## src/rtl/seg_chk_pkg.sv

```systemverilog
package seg_chk_pkg;
  typedef enum logic [1:0] {
    ACC_READ  = 2'b00,
    ACC_WRITE = 2'b01,
    ACC_FETCH = 2'b10,
    ACC_READ2 = 2'b11
  } acc_kind_e;

  typedef struct packed {
    logic rd_ok;
    logic wr_ok;
    logic down;
  } seg_attr_t;
endpackage

```

## src/rtl/seg_rights_chk.sv

```systemverilog
module seg_rights_chk
  import seg_chk_pkg::*;
(
  input  acc_kind_e kind,
  input  seg_attr_t attr,
  output logic      rights_fault
);
  logic is_write, is_read;
  always_comb begin
    is_write     = (kind == ACC_WRITE);
    is_read      = (kind == ACC_READ) || (kind == ACC_READ2);
    rights_fault = (is_write && !attr.wr_ok) || (is_read && !attr.rd_ok);
  end
endmodule

```

## src/rtl/seg_range_chk.sv

```systemverilog
module seg_range_chk #(
  parameter int ADDR_W = 32,
  parameter int SIZE_W = 4
) (
  input  logic [ADDR_W-1:0] addr,
  input  logic [SIZE_W-1:0] size,
  input  logic              down,
  input  logic [ADDR_W-1:0] base,
  input  logic [ADDR_W-1:0] limit,
  output logic              range_fault
);
  localparam int EXT_W = ADDR_W + 1;

  logic [EXT_W-1:0] end_x, base_x, lim_x, addr_x;
  logic wrapped, up_fault, down_fault;

  always_comb begin
    addr_x  = {1'b0, addr};
    base_x  = {1'b0, base};
    lim_x   = {1'b0, limit};
    end_x   = addr_x + {{(EXT_W-SIZE_W){1'b0}}, size};
    wrapped = lim_x < base_x;
    if (wrapped) begin
      up_fault   = (lim_x < end_x) && (addr_x < base_x);
      down_fault = (addr_x <= lim_x) || (end_x >= base_x);
    end else begin
      up_fault   = lim_x < end_x;
      down_fault = (addr_x <= lim_x) && (end_x >= base_x);
    end
    range_fault = down ? down_fault : up_fault;
  end
endmodule

```

## src/rtl/seg_out_reg.sv

```systemverilog
module seg_out_reg #(
  parameter int DATA_W = 33
) (
  input  logic              clk,
  input  logic              rst_n,
  input  logic              in_valid,
  output logic              in_ready,
  input  logic [DATA_W-1:0] in_data,
  output logic              out_valid,
  input  logic              out_ready,
  output logic [DATA_W-1:0] out_data
);
  logic              vld_q;
  logic [DATA_W-1:0] dat_q;

  assign in_ready  = !vld_q || out_ready;
  assign out_valid = vld_q;
  assign out_data  = dat_q;

  always_ff @(posedge clk) begin
    if (!rst_n) begin
      vld_q <= 1'b0;
      dat_q <= '0;
    end else if (in_ready) begin
      vld_q <= in_valid;
      if (in_valid) dat_q <= in_data;
    end
  end
endmodule

```

## src/rtl/seg_guard.sv

```systemverilog
module seg_guard
  import seg_chk_pkg::*;
#(
  parameter int ADDR_W = 32,
  parameter int SIZE_W = 4,
  parameter int ERR_W  = 16
) (
  input  logic              clk,
  input  logic              rst_n,
  input  logic              in_valid,
  output logic              in_ready,
  input  logic [ADDR_W-1:0] in_addr,
  input  logic [SIZE_W-1:0] in_size,
  input  logic [1:0]        in_kind,
  input  logic              seg_rd_ok,
  input  logic              seg_wr_ok,
  input  logic              seg_down,
  input  logic [ADDR_W-1:0] seg_base,
  input  logic [ADDR_W-1:0] seg_limit,
  input  logic              prot_en,
  input  logic              long_act,
  input  logic              cs_long,
  output logic              out_valid,
  input  logic              out_ready,
  output logic [ADDR_W-1:0] out_addr,
  output logic              out_fault,
  output logic [ERR_W-1:0]  out_err
);
  localparam int PAY_W = ADDR_W + 1;

  seg_attr_t        attr;
  acc_kind_e        kind;
  logic             rights_f, range_f, checks_on, fault_d;
  logic [PAY_W-1:0] pay_in, pay_out;

  always_comb begin
    attr      = '{rd_ok: seg_rd_ok, wr_ok: seg_wr_ok, down: seg_down};
    kind      = acc_kind_e'(in_kind);
    checks_on = prot_en && !(long_act && cs_long);
    fault_d   = checks_on && (rights_f || range_f);
    pay_in    = {fault_d, in_addr};
  end

  seg_rights_chk u_rights (
    .kind         (kind),
    .attr         (attr),
    .rights_fault (rights_f)
  );

  seg_range_chk #(.ADDR_W(ADDR_W), .SIZE_W(SIZE_W)) u_range (
    .addr        (in_addr),
    .size        (in_size),
    .down        (seg_down),
    .base        (seg_base),
    .limit       (seg_limit),
    .range_fault (range_f)
  );

  seg_out_reg #(.DATA_W(PAY_W)) u_stage (
    .clk       (clk),
    .rst_n     (rst_n),
    .in_valid  (in_valid),
    .in_ready  (in_ready),
    .in_data   (pay_in),
    .out_valid (out_valid),
    .out_ready (out_ready),
    .out_data  (pay_out)
  );

  assign out_addr  = pay_out[ADDR_W-1:0];
  assign out_fault = pay_out[ADDR_W];
  assign out_err   = '0;
endmodule

```

## config.mk

```make
export PLATFORM = sky130hd
export DESIGN_NAME = seg_guard
export DESIGN_NICKNAME = d
export VERILOG_FILES = /design/src/rtl/seg_chk_pkg.sv /design/src/rtl/seg_rights_chk.sv /design/src/rtl/seg_range_chk.sv /design/src/rtl/seg_out_reg.sv /design/src/rtl/seg_guard.sv
export SDC_FILE = /design/constraint.sdc
export NUM_CORES = 1
export LEC_CHECK = 0
export ABC_CLOCK_PERIOD_IN_PS = 6700
export BUFFER_PORTS_ARGS = -buffer_cell sky130_fd_sc_hd__buf_4
export CAP_MARGIN = 0
export CORE_UTILIZATION = 30
export CTS_CLUSTER_DIAMETER = 80
export DETAILED_ROUTE_END_ITERATION = 7
export PLACE_DENSITY_LB_ADDON = 0.1
export SLEW_MARGIN = 20
export SYNTH_ARGS = -nofsm -noshare
export SYNTH_HDL_FRONTEND = slang
export SYNTH_HIERARCHICAL = 1
export SYNTH_SLANG_ARGS = --single-unit
```

## constraint.sdc

```tcl
create_clock -name clk -period 6.7 [get_ports clk]
set_input_delay 0.67 -clock clk [delete_from_list [all_inputs] [get_ports clk]]
set_output_delay 0.67 -clock clk [all_outputs]
set_load 0.02 [all_outputs]
```

==> flow_summary.html, run 1 <==
<table>
<tr><th>Metric</th><th>Value</th></tr>
<tr><th colspan="2">Timing</th></tr>
<tr><td>Final critical-path required period</td><td>4.61 ns</td></tr>
<tr><td>Total count of max-transition violations in the final report</td><td>0</td></tr>
<tr><td>Part of the cycle the worst path needs</td><td>68.7%</td></tr>
<tr><td>Final hold violations</td><td>0</td></tr>
<tr><td>Worst Hold Slack</td><td>about 0.46 ns</td></tr>
<tr><td># setup viols final</td><td>0</td></tr>
<tr><td>Final clock skew</td><td>between 0.006 and 0.007 ns</td></tr>
<tr><td>Worst Max-Slew Pin Slew</td><td>roughly 0.97 ns</td></tr>
<tr><td>Setup repair after global routing missed its margin</td><td>no</td></tr>
<tr><td>Relative max-transition margin</td><td>between 30% and 40%</td></tr>
<tr><td>Top achievable clock speed</td><td>about 0.22 GHz</td></tr>
<tr><td>Minimum setup slack in the final design</td><td>between 2 and 2.5 ns</td></tr>
<tr><td>Total negative setup slack</td><td>0 ns</td></tr>
<tr><th colspan="2">Critical path</th></tr>
<tr><td>Family of cells with the greatest summed delay on the critical path</td><td>simple AND/OR/NAND/NOR gates</td></tr>
<tr><td>Maximum fanout along the worst path</td><td>5</td></tr>
<tr><td>Required time of the critical path</td><td>slightly below 7 ns</td></tr>
<tr><td>Critical Setup Path Class</td><td>in -&gt; reg</td></tr>
<tr><td>Maximum cell stage delay along the critical path</td><td>approximately 0.56 ns</td></tr>
<tr><td>Crit path capture type</td><td>flop</td></tr>
<tr><td>Type of element launching the critical path</td><td>primary input</td></tr>
<tr><td>Slowest CP cell</td><td>sky130_fd_sc_hd__or4_4</td></tr>
<tr><td>WP data arrival</td><td>4.82 ns</td></tr>
<tr><td>Critical path, cell by cell</td><td>buf_4 -&gt; ha_1 -&gt; fa_1 -&gt; a211oi_2 -&gt; or3_4 -&gt; or4_4 -&gt; or2_4 -&gt; xnor2_2 -&gt; ha_1 -&gt; nand4_1 -&gt; nor4_1 -&gt; nand2_1 -&gt; o211ai_1 -&gt; a211oi_1 -&gt; maj3_2 -&gt; o22ai_1 -&gt; o211a_1 -&gt; nand2_1 -&gt; mux2i_1</td></tr>
<tr><td>Sum of buffers and inverters on the critical path</td><td>1</td></tr>
<tr><th colspan="2">Clock tree</th></tr>
<tr><td>Clk slew on worst S/H paths</td><td>roughly 0.060 ns</td></tr>
<tr><td>Root cell of the clock tree</td><td>sky130_fd_sc_hd__clkbuf_16</td></tr>
<tr><td>Num Clock Sinks</td><td>34</td></tr>
<tr><td>Resize count post-CTS</td><td>0</td></tr>
<tr><td>Number of buffers on the longest clock path</td><td>2</td></tr>
<tr><td>TritonCTS clock tree</td><td>built</td></tr>
<tr><td>Number of setup buffers added after CTS</td><td>0</td></tr>
<tr><td>Latest clock arrival within the worst-skew pair</td><td>a little under 0.3 ns</td></tr>
<tr><td>CTS Hold Bufs</td><td>0</td></tr>
<tr><td>H-tree Lvls</td><td>2</td></tr>
<tr><td>TritonCTS Buffers</td><td>5</td></tr>
<tr><th colspan="2">Global routing</th></tr>
<tr><td>Global-route total usage across every layer</td><td>around a fifth</td></tr>
<tr><td>Number of antenna violations at the first check in global routing</td><td>0</td></tr>
<tr><td>Number of global-route vias before repair</td><td>~5600</td></tr>
<tr><td>Overflow left after global routing</td><td>0</td></tr>
<tr><td>First-pass GRT wire length</td><td>29900 um</td></tr>
<tr><td>Pin count of the biggest net entering global routing</td><td>around 70</td></tr>
<tr><th colspan="2">Synthesis</th></tr>
<tr><td>Post-synthesis sequential area ratio</td><td>11.2%</td></tr>
<tr><td>Number of warnings reported in the yosys synthesis log</td><td>6</td></tr>
<tr><td>Cell type contributing the most total cell area after synthesis</td><td>sky130_fd_sc_hd__ha_1</td></tr>
<tr><td>Number of synthesized register bits</td><td>34</td></tr>
<tr><td>Predominant post-synthesis flop cell</td><td>sky130_fd_sc_hd__dfxtp_1</td></tr>
<tr><td>Count of different cell masters after synthesis</td><td>between 60 and 70</td></tr>
<tr><td>Yosys top cell area share</td><td>approximately a third</td></tr>
<tr><td>Area of the mapped netlist</td><td>roughly 6100 sq um</td></tr>
<tr><td>Post-synthesis cell count</td><td>768</td></tr>
<tr><td>EDFF count, synth</td><td>0</td></tr>
<tr><td>Leading post-synthesis cells by cell area</td><td>sky130_fd_sc_hd__ha_1 (33%), sky130_fd_sc_hd__dfxtp_1 (11%), sky130_fd_sc_hd__nand2_1 (6.6%)</td></tr>
<tr><td>Share of flip-flops with an asynchronous set or reset</td><td>0%</td></tr>
<tr><td>Average cell area after synthesis</td><td>a little under 8 sq um</td></tr>
<tr><th colspan="2">Floorplanning</th></tr>
<tr><td>Number of top-level pins</td><td>roughly 160</td></tr>
<tr><td>Die Width</td><td>approximately 140 um</td></tr>
<tr><td>Die area</td><td>a little over 20000 sq um</td></tr>
<tr><td>Placeable core area</td><td>slightly below 20000 sq um</td></tr>
<tr><td>Row cnt</td><td>51</td></tr>
<tr><td>Initial core utilization</td><td>30.8%</td></tr>
<tr><td>Overall die height</td><td>about 140 um</td></tr>
<tr><th colspan="2">Route</th></tr>
<tr><td>Drt via density</td><td>4.86</td></tr>
<tr><td>Total wirelength of the detailed-routed design</td><td>about 19000 um</td></tr>
<tr><td>Number of vias in the routed layout</td><td>about 5700</td></tr>
<tr><td>Remaining design rule violation count</td><td>0</td></tr>
<tr><td>First drt pass iteration count</td><td>4</td></tr>
<tr><td>Remaining antenna violation count after routing</td><td>0</td></tr>
<tr><td>Average wire length per cell after detail routing</td><td>16.4 um</td></tr>
<tr><td>Initial detailed-routing violation count</td><td>between 200 and 250</td></tr>
<tr><th colspan="2">Place</th></tr>
<tr><td>Placement-stage worst setup slack</td><td>approximately 1.8 ns</td></tr>
<tr><td>Placer Congestion</td><td>0.886</td></tr>
<tr><td>Sum of net half-perimeters after detailed placement</td><td>~17000 um</td></tr>
<tr><td>IO buf count</td><td>between 100 and 150</td></tr>
<tr><th colspan="2">Hold path</th></tr>
<tr><td>Worst min-delay path category</td><td>reg -&gt; reg</td></tr>
<tr><th colspan="2">Power and ir drop</th></tr>
<tr><td>Power per unit of standard cell area</td><td>between 100 and 150 nW/um^2</td></tr>
<tr><td>LEAKAGE</td><td>~4 nW</td></tr>
<tr><td>Maximum vdd ir drop</td><td>0.0783 mV</td></tr>
<tr><td>Total chip power</td><td>roughly 0.00098 W</td></tr>
<tr><th colspan="2">Finish</th></tr>
<tr><td>Final cell utilization of the core</td><td>around two fifths</td></tr>
<tr><td>Number of antenna repair diodes</td><td>0</td></tr>
<tr><td>Signed area change from the synthesized netlist to the final layout</td><td>24.0%</td></tr>
<tr><td>Proportion of layout cells with a drive suffix above 1</td><td>18.8%</td></tr>
<tr><td>Commonest cells after routing, fill and taps aside</td><td>sky130_fd_sc_hd__ha_1 (162), sky130_fd_sc_hd__buf_4 (146), sky130_fd_sc_hd__nand2_1 (107), sky130_fd_sc_hd__inv_1 (98), sky130_fd_sc_hd__a21oi_1 (52)</td></tr>
<tr><td>Most common library cell in the layout ignoring fill and taps</td><td>sky130_fd_sc_hd__ha_1</td></tr>
<tr><td>Post-layout net count</td><td>1183</td></tr>
<tr><th colspan="2">Run status</th></tr>
<tr><td>Outcome</td><td>finished, final reports clean</td></tr>
<tr><th colspan="2">Job</th></tr>
<tr><td>Number of max-cap violations</td><td>0</td></tr>
</table>
## sequential cells by signal, indices dropped and copies added (netlist names)
signal             cells
u_stage/out_data      33
u_stage/out_valid      1
## worst register-to-register path: cells and delay by family (launching register included)
family        cells  cell delay (ns)
simple gates      2             0.64
mux               1             0.28
flops             1             0.33
## worst paths after layout
path | from | end | slack, ns | cells past startpoint
max | in_addr[0] | u_stage/out_data[32] | 2.09 | 19
max reg2reg | u_stage/out_valid | u_stage/out_data[31] | 5.38 | 3
min | u_stage/out_data[5] | u_stage/out_data[5] | 0.46 | 2
min reg2reg | u_stage/out_data[5] | u_stage/out_data[5] | 0.46 | 2
## report_power, final
| group | switching, W | total, W | internal [W] |
|---|---|---|---|
| Clock | 0.0000941 | 0.000318 | 0.000223 |
| Sequential | 0.00000731 | 0.000223 | 0.000216 |
| Combinational | 0.000247 | 0.000436 | 0.000189 |
| Total | 0.000348 | 0.000977 | 0.000629 |
## area by class of cell
class                      count  area, sq um
multi-input combinational    622         4840
timing repair buffer         146         1100
fill                        2175        12100
inverter                      99          372
sequential                    34          681
clock inverter                 2         60.1
clock buffer                   6          139
tap                          265          332
## cells by family after synthesis
group                      synth area share (%)
buffers and inverters                      9.87
DFF                                        11.2
muxes                                      5.45
and+or+nand+nor                            19.1
AOI/OAI and AO/OA                          14.9
xor gates and xnor gates                   5.47
adders and majority gates                  34.0
other                                    0.0619
## per-layer routing
layer,vias up,routed length [um],GRT usage [%]
met2,121,9280,33.9
met1,2572,9160,24.6
met3,11,582,1.36
met4,0,175,3.70
met5,-,0,0
li1,2998,-,-
## metrics by stage
step	instances	area (sq um)
final	1174	7520
after global placement	1166	7320
after detailed placement	1166	7320
after CTS	1174	7520
after global routing	1174	7520
after floorplan	783	6120
## cells in the mapped netlist, types with 3 or more instances
| cell | n |
|---|---|
| sky130_fd_sc_hd__a21boi_0 | 3 |
| sky130_fd_sc_hd__a2111oi_0 | 3 |
| sky130_fd_sc_hd__mux2i_1 | 33 |
| sky130_fd_sc_hd__a221oi_1 | 5 |
| sky130_fd_sc_hd__dfxtp_1 | 34 |
| sky130_fd_sc_hd__nor3_1 | 6 |
| sky130_fd_sc_hd__nand3_1 | 20 |
| sky130_fd_sc_hd__nor2_1 | 28 |
| sky130_fd_sc_hd__xnor2_1 | 12 |
| sky130_fd_sc_hd__and3_1 | 8 |
| sky130_fd_sc_hd__a21o_1 | 11 |
| sky130_fd_sc_hd__o211ai_1 | 7 |
| sky130_fd_sc_hd__a211oi_1 | 7 |
| sky130_fd_sc_hd__nor2b_1 | 3 |
| sky130_fd_sc_hd__nor4_1 | 5 |
| sky130_fd_sc_hd__and4_1 | 10 |
| sky130_fd_sc_hd__o31ai_1 | 3 |
| sky130_fd_sc_hd__and2_1 | 3 |
| sky130_fd_sc_hd__o21ai_0 | 25 |
| sky130_fd_sc_hd__o21a_1 | 3 |
| sky130_fd_sc_hd__buf_4 | 16 |
| sky130_fd_sc_hd__clkbuf_1 | 4 |
| sky130_fd_sc_hd__xor2_1 | 24 |
| sky130_fd_sc_hd__a21oi_1 | 52 |
| sky130_fd_sc_hd__nand2b_1 | 3 |
| sky130_fd_sc_hd__nand2_1 | 107 |
| sky130_fd_sc_hd__nand4_1 | 27 |
| sky130_fd_sc_hd__buf_12 | 3 |
| sky130_fd_sc_hd__buf_2 | 4 |
| sky130_fd_sc_hd__inv_1 | 98 |
| sky130_fd_sc_hd__ha_1 | 162 |
Note: power is estimated with default switching activity, not from simulation.
==> run 2, diff against run 1 <==
--- a/config.mk
+++ b/config.mk
@@ -5,7 +5,7 @@
 export SDC_FILE = /design/constraint.sdc
 export NUM_CORES = 1
 export LEC_CHECK = 0
-export ABC_CLOCK_PERIOD_IN_PS = 6700
+export ABC_CLOCK_PERIOD_IN_PS = 4500
 export BUFFER_PORTS_ARGS = -buffer_cell sky130_fd_sc_hd__buf_4
 export CAP_MARGIN = 0
 export CORE_UTILIZATION = 30
==> constraint.sdc (replaced) <==
create_clock -name clk -period 4.5 [get_ports clk]
set_input_delay 0.45 -clock clk [delete_from_list [all_inputs] [get_ports clk]]
set_output_delay 0.45 -clock clk [all_outputs]
set_load 0.02 [all_outputs]
==> run 2 against run 1 <==
Effect of this change:
- register-to-register slack got worse by 2.2 ns
- global-route usage increased by 0.17 points
- sequential cell count unchanged
- die area unchanged
- clock-buffer cell count decreased by 1
- utilization increased by 0.41 points
- combinational power increased by 52%
- clock power increased by 48%
- hold slack got worse by 0.039 ns
- final cell count increased by 0.85%
- sequential share of layout area decreased by 0.097 points
==> flow_summary.html, run 2 (synthesis results as in run 1) <==
<table>
<tr><th>Metric</th><th>Value</th></tr>
<tr><th colspan="2">Finish</th></tr>
<tr><td>Area taken by multi-input logic gates</td><td>between 4000 and 5000 sq um</td></tr>
<tr><td>Signed area change from the synthesized netlist to the final layout</td><td>25.4%</td></tr>
<tr><td>Final cell count without fillers</td><td>about 1200</td></tr>
<tr><td>Most common library cell in the layout ignoring fill and taps</td><td>sky130_fd_sc_hd__ha_1</td></tr>
<tr><td>Number of antenna repair diodes</td><td>0</td></tr>
<tr><td>Combined flip-flop and latch cell area</td><td>slightly below 700 sq um</td></tr>
<tr><td>Post-layout net count</td><td>roughly 1200</td></tr>
<tr><td>Proportion of layout cells with a drive suffix above 1</td><td>20.0%</td></tr>
<tr><td>Number of fill cells in the layout</td><td>around 2100</td></tr>
<tr><td>Max FFs per register</td><td>33</td></tr>
<tr><td>Commonest cells after routing, fill and taps aside</td><td>sky130_fd_sc_hd__ha_1 (161), sky130_fd_sc_hd__buf_4 (156), sky130_fd_sc_hd__nand2_1 (107), sky130_fd_sc_hd__inv_1 (98), sky130_fd_sc_hd__a21oi_1 (52)</td></tr>
<tr><th colspan="2">Global routing</th></tr>
<tr><td>First-pass GRT wire length</td><td>~30000 um</td></tr>
<tr><td>Overflow left after global routing</td><td>0</td></tr>
<tr><td>Number of global-route vias before repair</td><td>~5700</td></tr>
<tr><td>Global-route total usage across every layer</td><td>19.1%</td></tr>
<tr><td>Pin count of the biggest net entering global routing</td><td>between 60 and 70</td></tr>
<tr><td>Number of antenna violations at the first check in global routing</td><td>0</td></tr>
<tr><th colspan="2">Timing</th></tr>
<tr><td># setup viols final</td><td>0</td></tr>
<tr><td>Part of the cycle the worst path needs</td><td>~96%</td></tr>
<tr><td>Top achievable clock speed</td><td>about 0.23 GHz</td></tr>
<tr><td>Relative max-transition margin</td><td>approximately 54%</td></tr>
<tr><td>Final clock skew</td><td>0.00743 ns</td></tr>
<tr><td>Final critical-path required period</td><td>approximately 4.3 ns</td></tr>
<tr><td>Total count of max-transition violations in the final report</td><td>0</td></tr>
<tr><td>Final hold violations</td><td>0</td></tr>
<tr><td>Worst Hold Slack</td><td>between 0.4 and 0.5 ns</td></tr>
<tr><td>Worst Max-Slew Pin Slew</td><td>a little under 0.7 ns</td></tr>
<tr><th colspan="2">Power and ir drop</th></tr>
<tr><td>LEAKAGE</td><td>approximately 4 nW</td></tr>
<tr><td>Maximum vdd ir drop</td><td>~0.11 mV</td></tr>
<tr><td>Power per unit of standard cell area</td><td>roughly 190 nW/um^2</td></tr>
<tr><th colspan="2">Route</th></tr>
<tr><td>Drt via density</td><td>slightly below 5</td></tr>
<tr><td>Number of vias in the routed layout</td><td>between 5000 and 6000</td></tr>
<tr><td>First drt pass iteration count</td><td>4</td></tr>
<tr><td>Initial detailed-routing violation count</td><td>196</td></tr>
<tr><td>Average wire length per cell after detail routing</td><td>between 15 and 20 um</td></tr>
<tr><td>Remaining antenna violation count after routing</td><td>0</td></tr>
<tr><td>Total wirelength of the detailed-routed design</td><td>19200 um</td></tr>
<tr><td>Remaining design rule violation count</td><td>0</td></tr>
<tr><th colspan="2">Place</th></tr>
<tr><td>Placer Congestion</td><td>0.838</td></tr>
<tr><td>Sum of net half-perimeters after detailed placement</td><td>approximately 17000 um</td></tr>
<tr><td>Number of placed instances, taps included</td><td>1174</td></tr>
<tr><td>IO buf count</td><td>roughly 150</td></tr>
<tr><th colspan="2">Floorplanning</th></tr>
<tr><td>Die area</td><td>approximately 21000 sq um</td></tr>
<tr><td>Die Width</td><td>144 um</td></tr>
<tr><td>Row cnt</td><td>51</td></tr>
<tr><td>Placeable core area</td><td>19700 sq um</td></tr>
<tr><td>Number of top-level pins</td><td>roughly 160</td></tr>
<tr><td>Initial core utilization</td><td>around 31%</td></tr>
<tr><td>Overall die height</td><td>~140 um</td></tr>
<tr><th colspan="2">Clock tree</th></tr>
<tr><td>Latest clock arrival within the worst-skew pair</td><td>a little under 0.3 ns</td></tr>
<tr><td>Num Clock Sinks</td><td>34</td></tr>
<tr><td>TritonCTS Buffers</td><td>5</td></tr>
<tr><td>H-tree Lvls</td><td>2</td></tr>
<tr><td>Clk slew on worst S/H paths</td><td>roughly 0.060 ns</td></tr>
<tr><td>Root cell of the clock tree</td><td>sky130_fd_sc_hd__clkbuf_16</td></tr>
<tr><td>Number of buffers on the longest clock path</td><td>2</td></tr>
<tr><td>TritonCTS clock tree</td><td>built</td></tr>
<tr><th colspan="2">Run status</th></tr>
<tr><td>Outcome</td><td>finished, final reports clean</td></tr>
<tr><th colspan="2">Critical path</th></tr>
<tr><td>Number of cells on the worst reg-to-reg path</td><td>3</td></tr>
<tr><td>Maximum fanout along the worst path</td><td>4</td></tr>
<tr><td>Critical Setup Path Class</td><td>in -&gt; reg</td></tr>
<tr><td>Crit path capture type</td><td>flop</td></tr>
<tr><td>Type of element launching the critical path</td><td>primary input</td></tr>
<tr><td>WP data arrival</td><td>4.52 ns</td></tr>
<tr><td>Required time of the critical path</td><td>around 4.7 ns</td></tr>
<tr><th colspan="2">Hold path</th></tr>
<tr><td>Worst min-delay path category</td><td>in -&gt; reg</td></tr>
<tr><td>Worst hold path cell count</td><td>3</td></tr>
<tr><th colspan="2">Job</th></tr>
<tr><td>Number of max-cap violations</td><td>0</td></tr>
</table>
-- run 2: cell count changes in the layout (fill, tap and decap cells not counted), sizes merged --
cell,delta
buf,+10
clkinv,+1
clkbuf,-1
-- run 2: final cells by class --
type | instances | share of cell area, %
tap | 265 | 4.36
clock inverter | 3 | 0.906
inverter | 99 | 4.89
timing repair buffer | 156 | 15.4
clock buffer | 5 | 1.65
multi-input combinational | 622 | 63.8
sequential | 34 | 8.96
-- run 2: critical path: stages --
cell	delay, ns
sky130_fd_sc_hd__buf_4	0.13
sky130_fd_sc_hd__ha_1	0.34
sky130_fd_sc_hd__o21ai_1	0.13
sky130_fd_sc_hd__or3_4	0.40
sky130_fd_sc_hd__or4_4	0.53
sky130_fd_sc_hd__buf_4	0.17
sky130_fd_sc_hd__nor2_1	0.11
sky130_fd_sc_hd__xor2_1	0.10
sky130_fd_sc_hd__buf_4	0.14
sky130_fd_sc_hd__ha_1	0.28
sky130_fd_sc_hd__a21oi_1	0.07
sky130_fd_sc_hd__o21ai_0	0.39
sky130_fd_sc_hd__o21bai_1	0.12
sky130_fd_sc_hd__a211oi_1	0.24
sky130_fd_sc_hd__a211oi_1	0.08
sky130_fd_sc_hd__maj3_2	0.29
sky130_fd_sc_hd__o22ai_1	0.18
sky130_fd_sc_hd__o211a_1	0.18
sky130_fd_sc_hd__nand2_1	0.05
sky130_fd_sc_hd__mux2i_1	0.14
-- run 2: final timing paths --
kind | start | endpoint | slack, ns
max reg2reg | u_stage/out_valid | u_stage/out_data[16] | 3.17
min reg2reg | u_stage/out_data[4] | u_stage/out_data[4] | 0.46
max | in_addr[3] | u_stage/out_data[32] | 0.20
min | in_valid | u_stage/out_valid | 0.42
-- run 2: where the power goes --
| part | internal [W] | total [W] | switching [W] |
|---|---|---|---|
| Combinational | 0.000291 | 0.000661 | 0.000371 |
| Sequential | 0.000321 | 0.000331 | 0.0000103 |
| Clock | 0.000319 | 0.000472 | 0.000153 |
| Total | 0.000930 | 0.00146 | 0.000534 |
-- run 2: repair_timing --
action | CTS | global route
setup buffers | 0 | 2
gates resized for setup | 0 | 3
hold buffers | 0 | 0
endpoints found under the setup margin | 0 | 1
-- run 2: metrics by stage --
stage                     power, W  utilization, %  cell area, sq um  setup slack (ns)  setup TNS (ns)
final                      0.00146            38.7              7600             0.202               0
after floorplan           0.000740               -              6120             0.388               0
after global placement     0.00100            37.5              7380           -0.0264         -0.0264
after CTS                  0.00148            38.5              7570             0.252               0
after detailed placement  0.000998            37.5              7380           -0.0666         -0.0666
after global routing       0.00158            38.7              7600           -0.0164         -0.0164
-- run 2: per-layer routing --
layer  GRT usage, %  vias to the layer above  routed length (um)
met5              0                        -                   0
met4           3.53                        0                 140
met3           1.52                        7                 679
met2           33.9                      124                9220
met1           25.1                     2589                9190
li1               -                     3005                   -
==> run 3, diff against run 2 <==
--- a/config.mk
+++ b/config.mk
@@ -11,6 +11,7 @@
 export CORE_UTILIZATION = 30
 export CTS_CLUSTER_DIAMETER = 80
 export DETAILED_ROUTE_END_ITERATION = 7
+export GPL_TIMING_DRIVEN = 0
 export PLACE_DENSITY_LB_ADDON = 0.1
 export SLEW_MARGIN = 20
 export SYNTH_ARGS = -nofsm -noshare
==> run 3 against run 2 <==
Effect of this change:
- clock skew shrank 0.00088 ns
- power is 0.70% higher
- clock-buffer cell count stayed put
- non-clock buffer count up 17
- setup slack worse by 0.066 ns
- critical path type unchanged
- routed wire length grew 0.47%
- highest routed layer unchanged
==> flow_summary.html, run 3 (synthesis results as in run 1) <==
<table>
<tr><th>Metric</th><th>Value</th></tr>
<tr><th colspan="2">Run status</th></tr>
<tr><td>Outcome</td><td>finished, final reports clean</td></tr>
<tr><th colspan="2">Route</th></tr>
<tr><td>Routed length on met1</td><td>roughly 9300 um</td></tr>
<tr><td>Average wire length per cell after detail routing</td><td>16.1 um</td></tr>
<tr><td>Total wirelength of the detailed-routed design</td><td>19300 um</td></tr>
<tr><td>Drt via density</td><td>about 4.8</td></tr>
<tr><td>Detailed-routed wire length on met2</td><td>9160 um</td></tr>
<tr><td>Top sig layer</td><td>met4</td></tr>
<tr><td>Remaining design rule violation count</td><td>0</td></tr>
<tr><td>Remaining antenna violation count after routing</td><td>0</td></tr>
<tr><td>First drt pass iteration count</td><td>4</td></tr>
<tr><td>Initial detailed-routing violation count</td><td>about 260</td></tr>
<tr><td>Number of vias in the routed layout</td><td>~5700</td></tr>
<tr><td>Metal3 WL</td><td>about 670 um</td></tr>
<tr><th colspan="2">Finish</th></tr>
<tr><td>Most common library cell in the layout ignoring fill and taps</td><td>sky130_fd_sc_hd__ha_1</td></tr>
<tr><td>Max FFs per register</td><td>33</td></tr>
<tr><td>Post-layout net count</td><td>1210</td></tr>
<tr><td>Signed area change from the synthesized netlist to the final layout</td><td>28.2%</td></tr>
<tr><td>Proportion of layout cells with a drive suffix above 1</td><td>a little over a fifth</td></tr>
<tr><td>Number of fill cells in the layout</td><td>around 2100</td></tr>
<tr><td>Number of antenna repair diodes</td><td>0</td></tr>
<tr><td>Final cell count without fillers</td><td>roughly 1200</td></tr>
<tr><td>Final cell utilization of the core</td><td>between 30% and 40%</td></tr>
<tr><td>Commonest cells after routing, fill and taps aside</td><td>sky130_fd_sc_hd__ha_1 (162), sky130_fd_sc_hd__buf_4 (161), sky130_fd_sc_hd__nand2_1 (107), sky130_fd_sc_hd__inv_1 (98), sky130_fd_sc_hd__a21oi_1 (52)</td></tr>
<tr><th colspan="2">Global routing</th></tr>
<tr><td>Overflow left after global routing</td><td>0</td></tr>
<tr><td>Pin count of the biggest net entering global routing</td><td>13</td></tr>
<tr><td>Number of antenna violations at the first check in global routing</td><td>0</td></tr>
<tr><td>First-pass GRT wire length</td><td>roughly 30000 um</td></tr>
<tr><td>Global-route total usage across every layer</td><td>between 10% and 20%</td></tr>
<tr><td>Number of global-route vias before repair</td><td>5581</td></tr>
<tr><th colspan="2">Floorplanning</th></tr>
<tr><td>Die Width</td><td>144 um</td></tr>
<tr><td>Die area</td><td>approximately 21000 sq um</td></tr>
<tr><td>Placeable core area</td><td>19700 sq um</td></tr>
<tr><td>Initial core utilization</td><td>a little under a third</td></tr>
<tr><td>Number of top-level pins</td><td>between 150 and 200</td></tr>
<tr><td>Overall die height</td><td>roughly 140 um</td></tr>
<tr><td>Row cnt</td><td>51</td></tr>
<tr><th colspan="2">Clock tree</th></tr>
<tr><td>Latest clock arrival within the worst-skew pair</td><td>around 0.29 ns</td></tr>
<tr><td>Root cell of the clock tree</td><td>sky130_fd_sc_hd__clkbuf_16</td></tr>
<tr><td>Num Clock Sinks</td><td>34</td></tr>
<tr><td>Number of buffers on the longest clock path</td><td>2</td></tr>
<tr><td>H-tree Lvls</td><td>2</td></tr>
<tr><td>Clk slew on worst S/H paths</td><td>approximately 0.060 ns</td></tr>
<tr><td>TritonCTS clock tree</td><td>built</td></tr>
<tr><td>TritonCTS Buffers</td><td>5</td></tr>
<tr><td>CTS Hold Bufs</td><td>0</td></tr>
<tr><th colspan="2">Timing</th></tr>
<tr><td>Top achievable clock speed</td><td>about 0.23 GHz</td></tr>
<tr><td>Total count of max-transition violations in the final report</td><td>0</td></tr>
<tr><td>Setup repair after global routing missed its margin</td><td>no</td></tr>
<tr><td>Worst Hold Slack</td><td>about 0.42 ns</td></tr>
<tr><td>Final clock skew</td><td>around 0.0066 ns</td></tr>
<tr><td>Minimum setup slack in the final design</td><td>around 0.14 ns</td></tr>
<tr><td>Relative max-transition margin</td><td>around 43%</td></tr>
<tr><td>Total negative setup slack</td><td>0 ns</td></tr>
<tr><td>Worst Max-Slew Pin Slew</td><td>0.828 ns</td></tr>
<tr><td>Part of the cycle the worst path needs</td><td>97.0%</td></tr>
<tr><td>Final hold violations</td><td>0</td></tr>
<tr><td># setup viols final</td><td>0</td></tr>
<tr><td>Final critical-path required period</td><td>between 4 and 5 ns</td></tr>
<tr><th colspan="2">Hold path</th></tr>
<tr><td>Worst min-delay path category</td><td>in -&gt; reg</td></tr>
<tr><th colspan="2">Critical path</th></tr>
<tr><td>Maximum fanout along the worst path</td><td>5</td></tr>
<tr><td>Slowest CP cell</td><td>sky130_fd_sc_hd__or4_4</td></tr>
<tr><td>Type of element launching the critical path</td><td>primary input</td></tr>
<tr><td>Sum of buffers and inverters on the critical path</td><td>1</td></tr>
<tr><td>WP data arrival</td><td>roughly 4.6 ns</td></tr>
<tr><td>Critical path, cell by cell</td><td>buf_4 -&gt; ha_1 -&gt; fa_2 -&gt; a211oi_2 -&gt; or3_4 -&gt; or4_4 -&gt; nor2_1 -&gt; xor2_1 -&gt; ha_1 -&gt; nand2_1 -&gt; o21ai_1 -&gt; o21bai_1 -&gt; a211oi_1 -&gt; a211oi_1 -&gt; maj3_2 -&gt; o22ai_2 -&gt; o211a_1 -&gt; nand2_1 -&gt; mux2i_1</td></tr>
<tr><td>Crit path capture type</td><td>flop</td></tr>
<tr><td>Critical Setup Path Class</td><td>in -&gt; reg</td></tr>
<tr><td>Maximum cell stage delay along the critical path</td><td>~0.60 ns</td></tr>
<tr><td>Required time of the critical path</td><td>4.72 ns</td></tr>
<tr><td>Family of cells with the greatest summed delay on the critical path</td><td>compound AO/OA/AOI/OAI gates</td></tr>
<tr><th colspan="2">Place</th></tr>
<tr><td>Placement-stage worst setup slack</td><td>-0.458 ns</td></tr>
<tr><td>Number of placed instances, taps included</td><td>~1200</td></tr>
<tr><td>Placer Congestion</td><td>~0.83</td></tr>
<tr><td>IO buf count</td><td>145</td></tr>
<tr><td>Sum of net half-perimeters after detailed placement</td><td>about 17000 um</td></tr>
<tr><th colspan="2">Power and ir drop</th></tr>
<tr><td>LEAKAGE</td><td>4.11 nW</td></tr>
<tr><td>Power per unit of standard cell area</td><td>~190 nW/um^2</td></tr>
<tr><td>Maximum vdd ir drop</td><td>0.121 mV</td></tr>
<tr><th colspan="2">Job</th></tr>
<tr><td>Number of max-cap violations</td><td>0</td></tr>
</table>
[run 3: worst paths after layout]
path	start	to	slack (ns)	cells after the start
max	in_addr[0]	u_stage/out_data[32]	0.14	19
min	in_valid	u_stage/out_valid	0.42	3
max reg2reg	u_stage/out_valid	u_stage/out_data[14]	3.37	5
min reg2reg	u_stage/out_data[32]	u_stage/out_data[32]	0.45	2
[run 3: worst register-to-register path, delay by kind of cell (launching register included)]
family	cells	cell delay, ns
mux	1	0.20
buf+inv	2	0.32
flops	1	0.33
simple gates	2	0.22
[run 3: layer usage]
layer	up-vias	GRT usage (%)
li1	3042	-
met1	2561	25.3
met2	120	33.0
met3	9	1.89
met4	0	3.47
met5	-	0
[run 3: through the flow]
| stage | cell area, sq um | power [W] |
|---|---|---|
| 6_report | 7770 | 0.00147 |
| 5_1_grt | 7770 | 0.00159 |
| 4_1_cts | 7740 | 0.00150 |
| 3_5_place_dp | 7540 | 0.00101 |
| 3_3_place_gp | 7540 | 0.00101 |
| 2_1_floorplan | 6120 | 0.000740 |
[run 3: cell type report]
type	count	area [sq um]	share of cell area [%]
plain buffers	28	226	2.92
clock buffers	5	125	1.61
clock inverters	3	68.8	0.886
inverters	99	372	4.78
multi-input cells	622	4870	62.8
flip-flops and latches	34	681	8.76
well taps	265	332	4.27
repair buffers	145	1090	14.0
[run 3: timing repair]
action | CTS | global route
resized for setup | 3 | 6
cloned | 0 | 0
pin swaps | 0 | 5
setup endpoints to repair | 1 | 1
buffers inserted | 0 | 0
[run 3: power by group]
part           switching, W  internal [W]  total (W)  leakage, nW
clock network      0.000149      0.000319   0.000467       0.0940
logic              0.000372      0.000302   0.000675         3.73
registers         0.0000113      0.000321   0.000333        0.280
total              0.000533      0.000942    0.00147         4.11
